===== config.mk =====
export PLATFORM = sky130hd
export DESIGN_NAME = flash_psusp_ctrl
export DESIGN_NICKNAME = d
export VERILOG_FILES = /design/src/rtl/psusp_pkg.sv /design/src/rtl/psusp_lat_timer.sv /design/src/rtl/psusp_addr_match.sv /design/src/rtl/flash_psusp_ctrl.sv
export SDC_FILE = /design/constraint.sdc
export NUM_CORES = 1
export LEC_CHECK = 0
export BUFFER_PORTS_ARGS = -buffer_cell sky130_fd_sc_hd__buf_2
export CAP_MARGIN = 20
export CORE_MARGIN = 2
export CORE_UTILIZATION = 35
export DETAILED_ROUTE_END_ITERATION = 8
export PLACE_DENSITY = 0.66
export SETUP_SLACK_MARGIN = 0.3
export SYNTH_ARGS = -nofsm -noshare
export SYNTH_HDL_FRONTEND = slang
export SYNTH_SLANG_ARGS = --single-unit

===== constraint.sdc =====
create_clock -name clk -period 1.5 [get_ports clk]
set_input_delay 0.225 -clock clk [delete_from_list [all_inputs] [get_ports clk]]
set_output_delay 0.225 -clock clk [all_outputs]
set_load 0.05 [all_outputs]

===== src/rtl/psusp_pkg.sv =====
package psusp_pkg;

  typedef enum logic [2:0] {
    M_READ      = 3'd0,
    M_WRITE     = 3'd1,
    M_SUSP_WAIT = 3'd2,
    M_SUSP_READ = 3'd3,
    M_SUSP_ID   = 3'd4,
    M_SUSP_QRY  = 3'd5
  } mode_e;

  typedef enum logic [1:0] {
    SEL_ARRAY  = 2'd0,
    SEL_STATUS = 2'd1,
    SEL_ID     = 2'd2,
    SEL_QUERY  = 2'd3
  } rdsel_e;

  // Read-path source chosen by each mode.
  function automatic rdsel_e sel_for(mode_e m);
    case (m)
      M_WRITE, M_SUSP_WAIT: sel_for = SEL_STATUS;
      M_SUSP_ID:            sel_for = SEL_ID;
      M_SUSP_QRY:           sel_for = SEL_QUERY;
      default:              sel_for = SEL_ARRAY;
    endcase
  endfunction

  // The program engine is held while the write is suspended or settling.
  function automatic logic paused_in(mode_e m);
    return (m == M_SUSP_WAIT) || (m == M_SUSP_READ) ||
           (m == M_SUSP_ID)   || (m == M_SUSP_QRY);
  endfunction

  function automatic logic busy_in(mode_e m);
    return (m == M_WRITE) || (m == M_SUSP_WAIT);
  endfunction

endpackage


===== src/rtl/psusp_lat_timer.sv =====
module psusp_lat_timer #(
  parameter int TSUSP = 4
) (
  input  logic clk,
  input  logic rst_n,
  input  logic load,
  input  logic run,
  output logic expired
);
  localparam int CW = (TSUSP < 2) ? 1 : $clog2(TSUSP + 1);
  localparam logic [CW-1:0] START = CW'(TSUSP - 1);

  logic [CW-1:0] cnt_q;

  always_ff @(posedge clk or negedge rst_n) begin
    if (!rst_n)                    cnt_q <= '0;
    else if (load)                 cnt_q <= START;
    else if (run && cnt_q != '0)   cnt_q <= cnt_q - 1'b1;
  end

  assign expired = (cnt_q == '0);
endmodule


===== src/rtl/psusp_addr_match.sv =====
module psusp_addr_match #(
  parameter int AW        = 12,
  parameter int BANK_BITS = 2
) (
  input  logic [AW-1:0]        cmd_addr,
  input  logic [BANK_BITS-1:0] wr_bank,
  input  logic [AW-1:0]        rd_addr,
  input  logic [AW-1:0]        wr_addr,
  output logic                 bank_hit,
  output logic                 addr_hit
);
  localparam int SH = AW - BANK_BITS;

  assign bank_hit = ((cmd_addr >> SH) == AW'(wr_bank));
  assign addr_hit = (rd_addr == wr_addr);
endmodule


===== src/rtl/flash_psusp_ctrl.sv =====
module flash_psusp_ctrl
  import psusp_pkg::*;
#(
  parameter int AW        = 12,
  parameter int BANK_BITS = 2,
  parameter int TSUSP     = 4
) (
  input  logic                 clk,
  input  logic                 rst_n,
  input  logic                 es_active,
  input  logic                 prog_start,
  input  logic [AW-1:0]        prog_addr,
  input  logic [1:0]           prog_kind_in,
  input  logic                 prog_done,
  input  logic [AW-1:0]        cmd_addr,
  input  logic                 cmd_suspend,
  input  logic                 cmd_resume,
  input  logic                 cmd_id_enter,
  input  logic                 cmd_id_exit,
  input  logic                 cmd_qry_enter,
  input  logic                 cmd_qry_exit,
  input  logic [AW-1:0]        rd_addr,
  output logic [2:0]           mode,
  output logic                 pause_req,
  output logic                 busy,
  output logic [1:0]           rd_sel,
  output logic                 rd_undef,
  output logic [BANK_BITS-1:0] wr_bank,
  output logic [1:0]           prog_kind,
  output logic                 wr_nested
);
  localparam int SH = AW - BANK_BITS;

  mode_e                mode_q, mode_d;
  logic [BANK_BITS-1:0] bank_q;
  logic [AW-1:0]        waddr_q;
  logic [1:0]           kind_q;
  logic                 nested_q;

  // Named internal events, used by the logic and by the assertions.
  logic bank_hit, addr_hit, tmr_expired;
  logic susp_accept, resume_accept, start_accept;

  psusp_addr_match #(.AW(AW), .BANK_BITS(BANK_BITS)) u_match (
    .cmd_addr (cmd_addr),
    .wr_bank  (bank_q),
    .rd_addr  (rd_addr),
    .wr_addr  (waddr_q),
    .bank_hit (bank_hit),
    .addr_hit (addr_hit)
  );

  psusp_lat_timer #(.TSUSP(TSUSP)) u_timer (
    .clk     (clk),
    .rst_n   (rst_n),
    .load    (susp_accept),
    .run     (mode_q == M_SUSP_WAIT),
    .expired (tmr_expired)
  );

  assign start_accept  = prog_start && (mode_q == M_READ);
  assign susp_accept   = cmd_suspend && bank_hit && (mode_q == M_WRITE) && !prog_done;
  assign resume_accept = cmd_resume && bank_hit && (mode_q == M_SUSP_READ);

  always_comb begin
    mode_d = mode_q;
    case (mode_q)
      M_READ:      if (start_accept) mode_d = M_WRITE;
      M_WRITE: begin
        if (prog_done)        mode_d = M_READ;
        else if (susp_accept) mode_d = M_SUSP_WAIT;
      end
      M_SUSP_WAIT: begin
        if (prog_done)        mode_d = M_READ;
        else if (tmr_expired) mode_d = M_SUSP_READ;
      end
      M_SUSP_READ: begin
        if (resume_accept)      mode_d = M_WRITE;
        else if (cmd_id_enter)  mode_d = M_SUSP_ID;
        else if (cmd_qry_enter) mode_d = M_SUSP_QRY;
      end
      M_SUSP_ID:   if (cmd_id_exit)  mode_d = M_SUSP_READ;
      M_SUSP_QRY:  if (cmd_qry_exit) mode_d = M_SUSP_READ;
      default:     mode_d = M_READ;
    endcase
  end

  always_ff @(posedge clk or negedge rst_n) begin
    if (!rst_n) begin
      mode_q   <= M_READ;
      bank_q   <= '0;
      waddr_q  <= '0;
      kind_q   <= '0;
      nested_q <= 1'b0;
    end else begin
      mode_q <= mode_d;
      if (start_accept) begin
        bank_q   <= BANK_BITS'(prog_addr >> SH);
        waddr_q  <= prog_addr;
        kind_q   <= prog_kind_in;
        nested_q <= es_active;
      end
    end
  end

  assign mode      = mode_q;
  assign pause_req = paused_in(mode_q);
  assign busy      = busy_in(mode_q);
  assign rd_sel    = sel_for(mode_q);
  assign rd_undef  = (mode_q == M_SUSP_READ) && addr_hit;
  assign wr_bank   = bank_q;
  assign prog_kind = kind_q;
  assign wr_nested = nested_q;

  // ---------------- assertions ----------------
  assert_susp_from_write_R3: assert property (@(posedge clk) disable iff (!rst_n)
    (mode_q == M_SUSP_WAIT && $past(mode_q) != M_SUSP_WAIT) |-> $past(mode_q) == M_WRITE);

  assert_susp_bank_R4: assert property (@(posedge clk) disable iff (!rst_n)
    (mode_q == M_SUSP_WAIT && $past(mode_q) == M_WRITE) |-> $past(bank_hit));

  assert_wait_ends_on_timer_R5: assert property (@(posedge clk) disable iff (!rst_n)
    (mode_q == M_SUSP_READ && $past(mode_q) == M_SUSP_WAIT) |-> $past(tmr_expired));

  assert_wait_holds_engine_R5: assert property (@(posedge clk) disable iff (!rst_n)
    (mode_q == M_SUSP_WAIT) |-> (pause_req && busy));

  assert_resume_only_from_read_R8: assert property (@(posedge clk) disable iff (!rst_n)
    (mode_q == M_WRITE && $past(mode_q) != M_WRITE && $past(mode_q) != M_READ)
      |-> $past(mode_q) == M_SUSP_READ);

  assert_context_kept_R9: assert property (@(posedge clk) disable iff (!rst_n)
    (mode_q != M_READ && $past(mode_q) != M_READ) |-> ($stable(kind_q) && $stable(bank_q)));

endmodule


==> metrics.txt, run 1 <==
status=finished with violations; failing checks=setup timing; ANT cells=0; met3 WL=231 µm; Routed WL per cell=14.59 µm; startpoint types=flip-flop; TritonCTS Buffers=3; flops & latches, synth=21; initial core utilization=37.03%; leading area contributor after synthesis=dfrtp_1; Routed Antenna Nets=0; Synth Cell Area=1265 µm²; Post-synth EDFFs=0; clk_skew=0.001959 ns; CTS max path bufs=2; CTS clk-pin slew, worst paths=0.11 ns; number of synthesis warnings=0; starting DRC count in detailed routing=33; Die Y-Extent=64.12 µm; CTS root buffer=clkbuf_4; row cnt=21; setup ws final=-0.3925 ns; Pre-Repair DR Iteration Count=4; port bufs=51; Tmin final=1.892 ns; hold path cells=2; M1 wire length=1461 µm; Final HPWL DP=2255 µm; sequential area share after synthesis=41.54%; reg-to-reg setup timing slack=-0.22 ns; min-delay src=prog_addr[7]; Max-slew headroom=69.10%; CTS tree=done; Syn Nets=161; met2 wire len=1708 µm; gpl congestion=0.8652; largest cells by area after synthesis=dfrtp_1, mux2_2, xnor2_1; Highest Clock Rate=528.4 MHz; nets=241; hold_ws=0.1476 ns; CP arrival=1.67 ns; first-pass GRT wire length=5547 µm; GRT Overall Usage=17.06%; Max Cap Violations=0; worst hold path type=in -> reg; DRC=0; Final Non-Filler Cells=235; Worst Tran Pin Value=0.4635 ns; layout cells sized above 1=65.61%; Mapped Avg Cell Area=11.50 µm²; GRT overflow=0; Post-synth ARST share=100.0%; pwr dens=2346 nW/µm²; Worst VDD drop=1.333 mV; vias in the first global route=1186; Syn Inst Count=110; Max Fanout on Critical Path=2; Top Metal Used=met4; Layout area overhead=69.34%; most frequent cells in the layout=buf_2, dfrtp_1, mux2_4; core box area=3416 µm²; worst r2r path cells=5; placed cell count=215; fillers=279; Netlist cell types=35; final hold vios=0; H-tree lvl count=1; clock sink total=21; LEAKAGE=1.012 nW; main flop type after synthesis=dfrtp_1; top-area cell type share of the netlist area=41.54%; DIE AREA=4111 µm²; RSZ-0062 raised after global routing=yes; initial antenna violation count=0; Die X=64.12 µm; Tcrit/Tclk final=126.2%; largest net degree at the start of global routing=22; hold path endpoint=waddr_q[7]$_DFFE_PN0P_; most common cell after layout, fill and taps aside=buf_2; Slew Viols, Final=0; R2R Path Start=mode[0]$_DFFE_PN0P_; DRT Wirelength=3428 µm; CP Capture Type=output pin; io pins=62; CP required=1.27 ns; reg2reg end=waddr_q[3]$_DFFE_PN0P_; routed via count=1116; vias per inst=4.749; endpoints failing setup=27; Worst Path Class, Setup=reg -> out; Worst-Skew Late Latency=0.30 ns
## worst max-delay path: stages, from the launching register on
cell and delay, ns:
dfrtp_1 0.41, xor2_1 0.17, nor4_2 0.29, nand3_1 0.16, nor3_4 0.15, buf_6 0.18
## power breakdown
part           switching (mW)  internal [mW]
Sequential              0.211          0.861
Combinational            1.76           1.93
Clock                   0.166          0.104
## synthesized netlist by cell type, types with 2 or more instances
cell / instances
dfrtp_1: 21
nor3_1: 2
xor2_1: 10
ha_1: 2
xnor2_1: 10
nor2_1: 4
buf_6: 3
nand3_1: 2
mux2_2: 16
nand3b_1: 2
buf_4: 3
a21oi_1: 4
inv_1: 4
nand2_1: 4
nand4_1: 3
## metal layers
layer	GRT usage, %	vias to the layer above
met5	0	-
li1	-	545
met2	30.47	46
met4	3.191	0
met1	21.34	521
met3	3.521	4
## worst max path at each step
stage / end / start / slack [ns] / cells past startpoint
after floorplan: rd_undef / mode[2]$_DFFE_PN0P_ / -0.29 / 5
after global placement: rd_undef / mode[2]$_DFFE_PN0P_ / -0.16 / 5
after detailed placement: rd_undef / wr_bank[1]$_DFFE_PN0P_ / -0.19 / 5
after CTS: rd_undef / mode[2]$_DFFE_PN0P_ / -0.42 / 5
after global routing: rd_undef / waddr_q[4]$_DFFE_PN0P_ / -0.51 / 5
final: rd_undef / waddr_q[4]$_DFFE_PN0P_ / -0.39 / 5
## cell families (layout without fill, tap and decap cells)
kind of cell / Yosys count / count (layout) / share of synthesized area (%)
buffers and inverters: 10 / 89 / 5.637
xor gates and xnor gates: 20 / 20 / 13.85
and+or+nand+nor: 27 / 27 / 14.54
muxes: 17 / 17 / 15.03
AOI/OAI and AO/OA: 13 / 13 / 7.419
adders and majority gates: 2 / 2 / 1.978
DFF: 21 / 21 / 41.54
## sequential cells by signal (all words and copies together) (netlist names)
name and flops:
waddr_q 10, wr_bank 2, u_timer.cnt_q 3, prog_kind 2, wr_nested 1, mode 3
## what timing repair did
| action | CTS | global route |
|---|---|---|
| cloned | 1 | 0 |
| pin swaps | 10 | 14 |
| hold endpoints to repair | 21 | 0 |
| buffers inserted | 4 | 10 |
| endpoints found under the setup margin | 31 | 33 |
| resized for setup | 33 | 27 |
| hold buffers | 1 | 0 |
## final cells by class
class | count | area, µm² | area share, %
flip-flops and latches | 21 | 530.5 | 24.77
clock buffers | 4 | 26.28 | 1.227
multi-input cells | 79 | 840.8 | 39.25
inverters | 4 | 15.01 | 0.7009
well taps | 46 | 57.56 | 2.687
repair buffers | 81 | 671.9 | 31.37
## through the flow
step | utilization, % | instance area (µm²) | TNS, ns | setup WS [ns] | total power [mW]
2_1_floorplan | - | 1346 | -3.958 | -0.2891 | 3.054
3_3_place_gp | 50.62 | 1729 | -0.7010 | -0.1635 | 3.634
3_5_place_dp | 50.62 | 1729 | -0.8544 | -0.1928 | 3.703
4_1_cts | 57.80 | 1974 | -4.037 | -0.4174 | 4.550
5_1_grt | 62.71 | 2142 | -6.259 | -0.5095 | 5.313
6_report | 62.71 | 2142 | -4.594 | -0.3925 | 5.024
(Power assumes the default switching activity.)
==> run 2, diff against run 1 <==
--- a/config.mk
+++ b/config.mk
@@ -9,6 +9,7 @@
 export CAP_MARGIN = 20
 export CORE_MARGIN = 2
 export CORE_UTILIZATION = 35
+export CTS_BUF_LIST = sky130_fd_sc_hd__clkbuf_8
 export DETAILED_ROUTE_END_ITERATION = 8
 export PLACE_DENSITY = 0.66
 export SETUP_SLACK_MARGIN = 0.3
==> run 2 against run 1 <==
Against the previous run:
- the run still ends with setup timing left
- clock skew is 0.00066 ns higher
- power is 2.8% higher
- utilization is 1.1 points higher
- worst setup slack better by 0.044 ns
- critical path depth stayed put
- sequential cell count stayed put
- critical path type unchanged
- largest cell class unchanged
- worst hold slack better by 0.048 ns
- register-to-register slack hardly changed
- sequential power hardly changed
==> metrics.txt, run 2 (synthesis gave the netlist of run 1 again) <==
DP Worst Slack=-0.1928 ns (unchanged); startpoint types=flip-flop; CP required=1.27 ns (about the same); endpoints failing setup=24 (-11%); Max Fanout on Critical Path=2 (unchanged); LEAKAGE=1.026 nW (+1.4%); most flop-heavy register=waddr_q; Pre-Repair DR Iteration Count=4 (unchanged); GRT overflow=0 (unchanged); H-tree lvl count=1 (unchanged); CP max-delay cell=dfrtp_1; worst hold path type=in -> reg; CTS root buffer=clkbuf_8; setup ws final=-0.3489 ns (+0.04363 ns); Die X=64.12 µm (unchanged); most common cell after layout, fill and taps aside=buf_2; ANT cells=0 (unchanged); CTS clk-pin slew, worst paths=0.07 ns (-0.04 ns); port bufs=51 (unchanged); gpl congestion=0.8652 (unchanged); worst r2r path cells=6 (+1); slowest stage delay, CP=0.39 ns (-0.02 ns); TritonCTS Buffers=3 (unchanged); GRT Overall Usage=17.58% (+0.52 points); sum of negative setup slack=-3.915 ns (+0.6794 ns); DIE AREA=4111 µm² (unchanged); final core occ=63.81% (+1.1 points); Worst Path Class, Setup=reg -> out; vias in the first global route=1221 (+3.0%); Routed Antenna Nets=0 (unchanged); post-route design area=2180 µm² (+1.8%); failing checks=setup timing; Slew Viols, Final=0 (unchanged); Die Y-Extent=64.12 µm (unchanged); Worst-Skew Late Latency=0.25 ns (-0.05 ns); placed cell count=215 (unchanged); Final Non-Filler Cells=234 (-0.43%); Final HPWL DP=2255 µm (unchanged); CP arrival=1.62 ns (-0.05 ns); initial antenna violation count=0 (unchanged); most frequent cells in the layout=buf_2, dfrtp_1, mux2_4; RSZ-0062 raised after global routing=yes; io pins=62 (unchanged); Layout area overhead=72.30%; hold path cells=2 (unchanged); Routed WL per cell=14.47 µm (-0.77%); CTS max path bufs=2 (unchanged); hold_ws=0.1960 ns (+0.04846 ns); initial core utilization=37.03% (unchanged); fillers=259 (-7.2%); routed via count=1128 (+1.1%); row cnt=21 (unchanged); final hold vios=0 (unchanged); Worst VDD drop=1.303 mV (-2.3%); DRT Wirelength=3387 µm (-1.2%); Overall Power=5.166 mW (+2.8%); crit-path cells=xor2_1 -> nor4_2 -> nand3_1 -> nor3_4 -> buf_6; Tmin final=1.849 ns (-0.04363 ns); largest net degree at the start of global routing=22 (unchanged); clock sink total=21 (unchanged); dpl cell area=1729 µm² (unchanged); DRC=0 (unchanged); Worst Tran Pin Value=0.4597 ns (-0.003789 ns); Max Cap Violations=0 (unchanged); max reg flops=10 (unchanged); clk_skew=0.002619 ns (+0.0006600 ns); nets=240 (-0.41%); core box area=3416 µm² (unchanged); pwr dens=2370 nW/µm² (+1.0%); Tcrit/Tclk final=123.3% (-2.9 points); CP Capture Type=output pin; status=finished with violations; Max-slew headroom=69.35% (+0.25 points); starting DRC count in detailed routing=72 (+120%); layout cells sized above 1=66.49% (+0.88 points); vias per inst=4.821 (+1.5%); Highest Clock Rate=540.9 MHz (+2.4%); first-pass GRT wire length=5664 µm (+2.1%); CTS tree=done
==> run 2: cell types whose count changed in the layout (fill, tap and decap cells not counted), moves of 2 or more <==
cell,change
clkbuf_4,-5
buf_6,-4
buf_8,+3
clkbuf_8,+3
buf_2,+2
==> run 2: final timing paths <==
kind	startpoint	endpoint	slack (ns)
worst max-delay path	waddr_q[4]$_DFFE_PN0P_	rd_undef	-0.35
worst min-delay path	prog_addr[7]	waddr_q[7]$_DFFE_PN0P_	0.20
worst max register to register	mode[2]$_DFFE_PN0P_	waddr_q[8]$_DFFE_PN0P_	-0.21
worst min register to register	wr_nested$_DFFE_PN0P_	wr_nested$_DFFE_PN0P_	0.52
max in group asynchronous	rst_n	wr_bank[0]$_DFFE_PN0P_	0.71
min in group asynchronous	rst_n	prog_kind[1]$_DFFE_PN0P_	0.45
==> run 2: layout make-up <==
cell class / instances / area (µm²) / area share, %
Clock buffer: 3 / 41.29 / 1.894
Clock inverter: 1 / 3.754 / 0.1722
Inverter: 4 / 15.01 / 0.6889
Multi-Input combinational cell: 79 / 852.1 / 39.09
Sequential cell: 21 / 530.5 / 24.34
Tap cell: 46 / 57.56 / 2.641
Timing Repair Buffer: 80 / 679.4 / 31.17
==> run 2: critical path: cells and delay by family, from the launching register on <==
family                 cells  cell delay (ns)
flip-flops                 1             0.39
XOR/XNOR                   1             0.17
buffers and inverters      1             0.18
AND/OR/NAND/NOR            3             0.63
==> run 2: report_power, final <==
group | switching, mW | internal (mW)
registers | 0.215 | 0.864
clock network | 0.169 | 0.182
logic | 1.77 | 1.96
total | 2.16 | 3.01
==> run 2: timing repair <==
item                                    in CTS  in global routing
endpoints found under the setup margin      31                 30
setup buffers                                7                  6
hold buffers                                 1                  0
gates resized for setup                     49                 16
gates cloned                                 1                  0
hold endpoints to repair                    21                  0
pin swaps                                   18                 10
==> run 2: metal layers <==
| metal | up-vias | GRT usage [%] | part of all wire [%] |
|---|---|---|---|
| li1 | 540 | - | - |
| met1 | 532 | 22.57 | 43 |
| met2 | 54 | 29.43 | 50 |
| met3 | 2 | 4.225 | 7.2 |
| met4 | 0 | 5.053 | 0.35 |
| met5 | - | 0 | 0 |
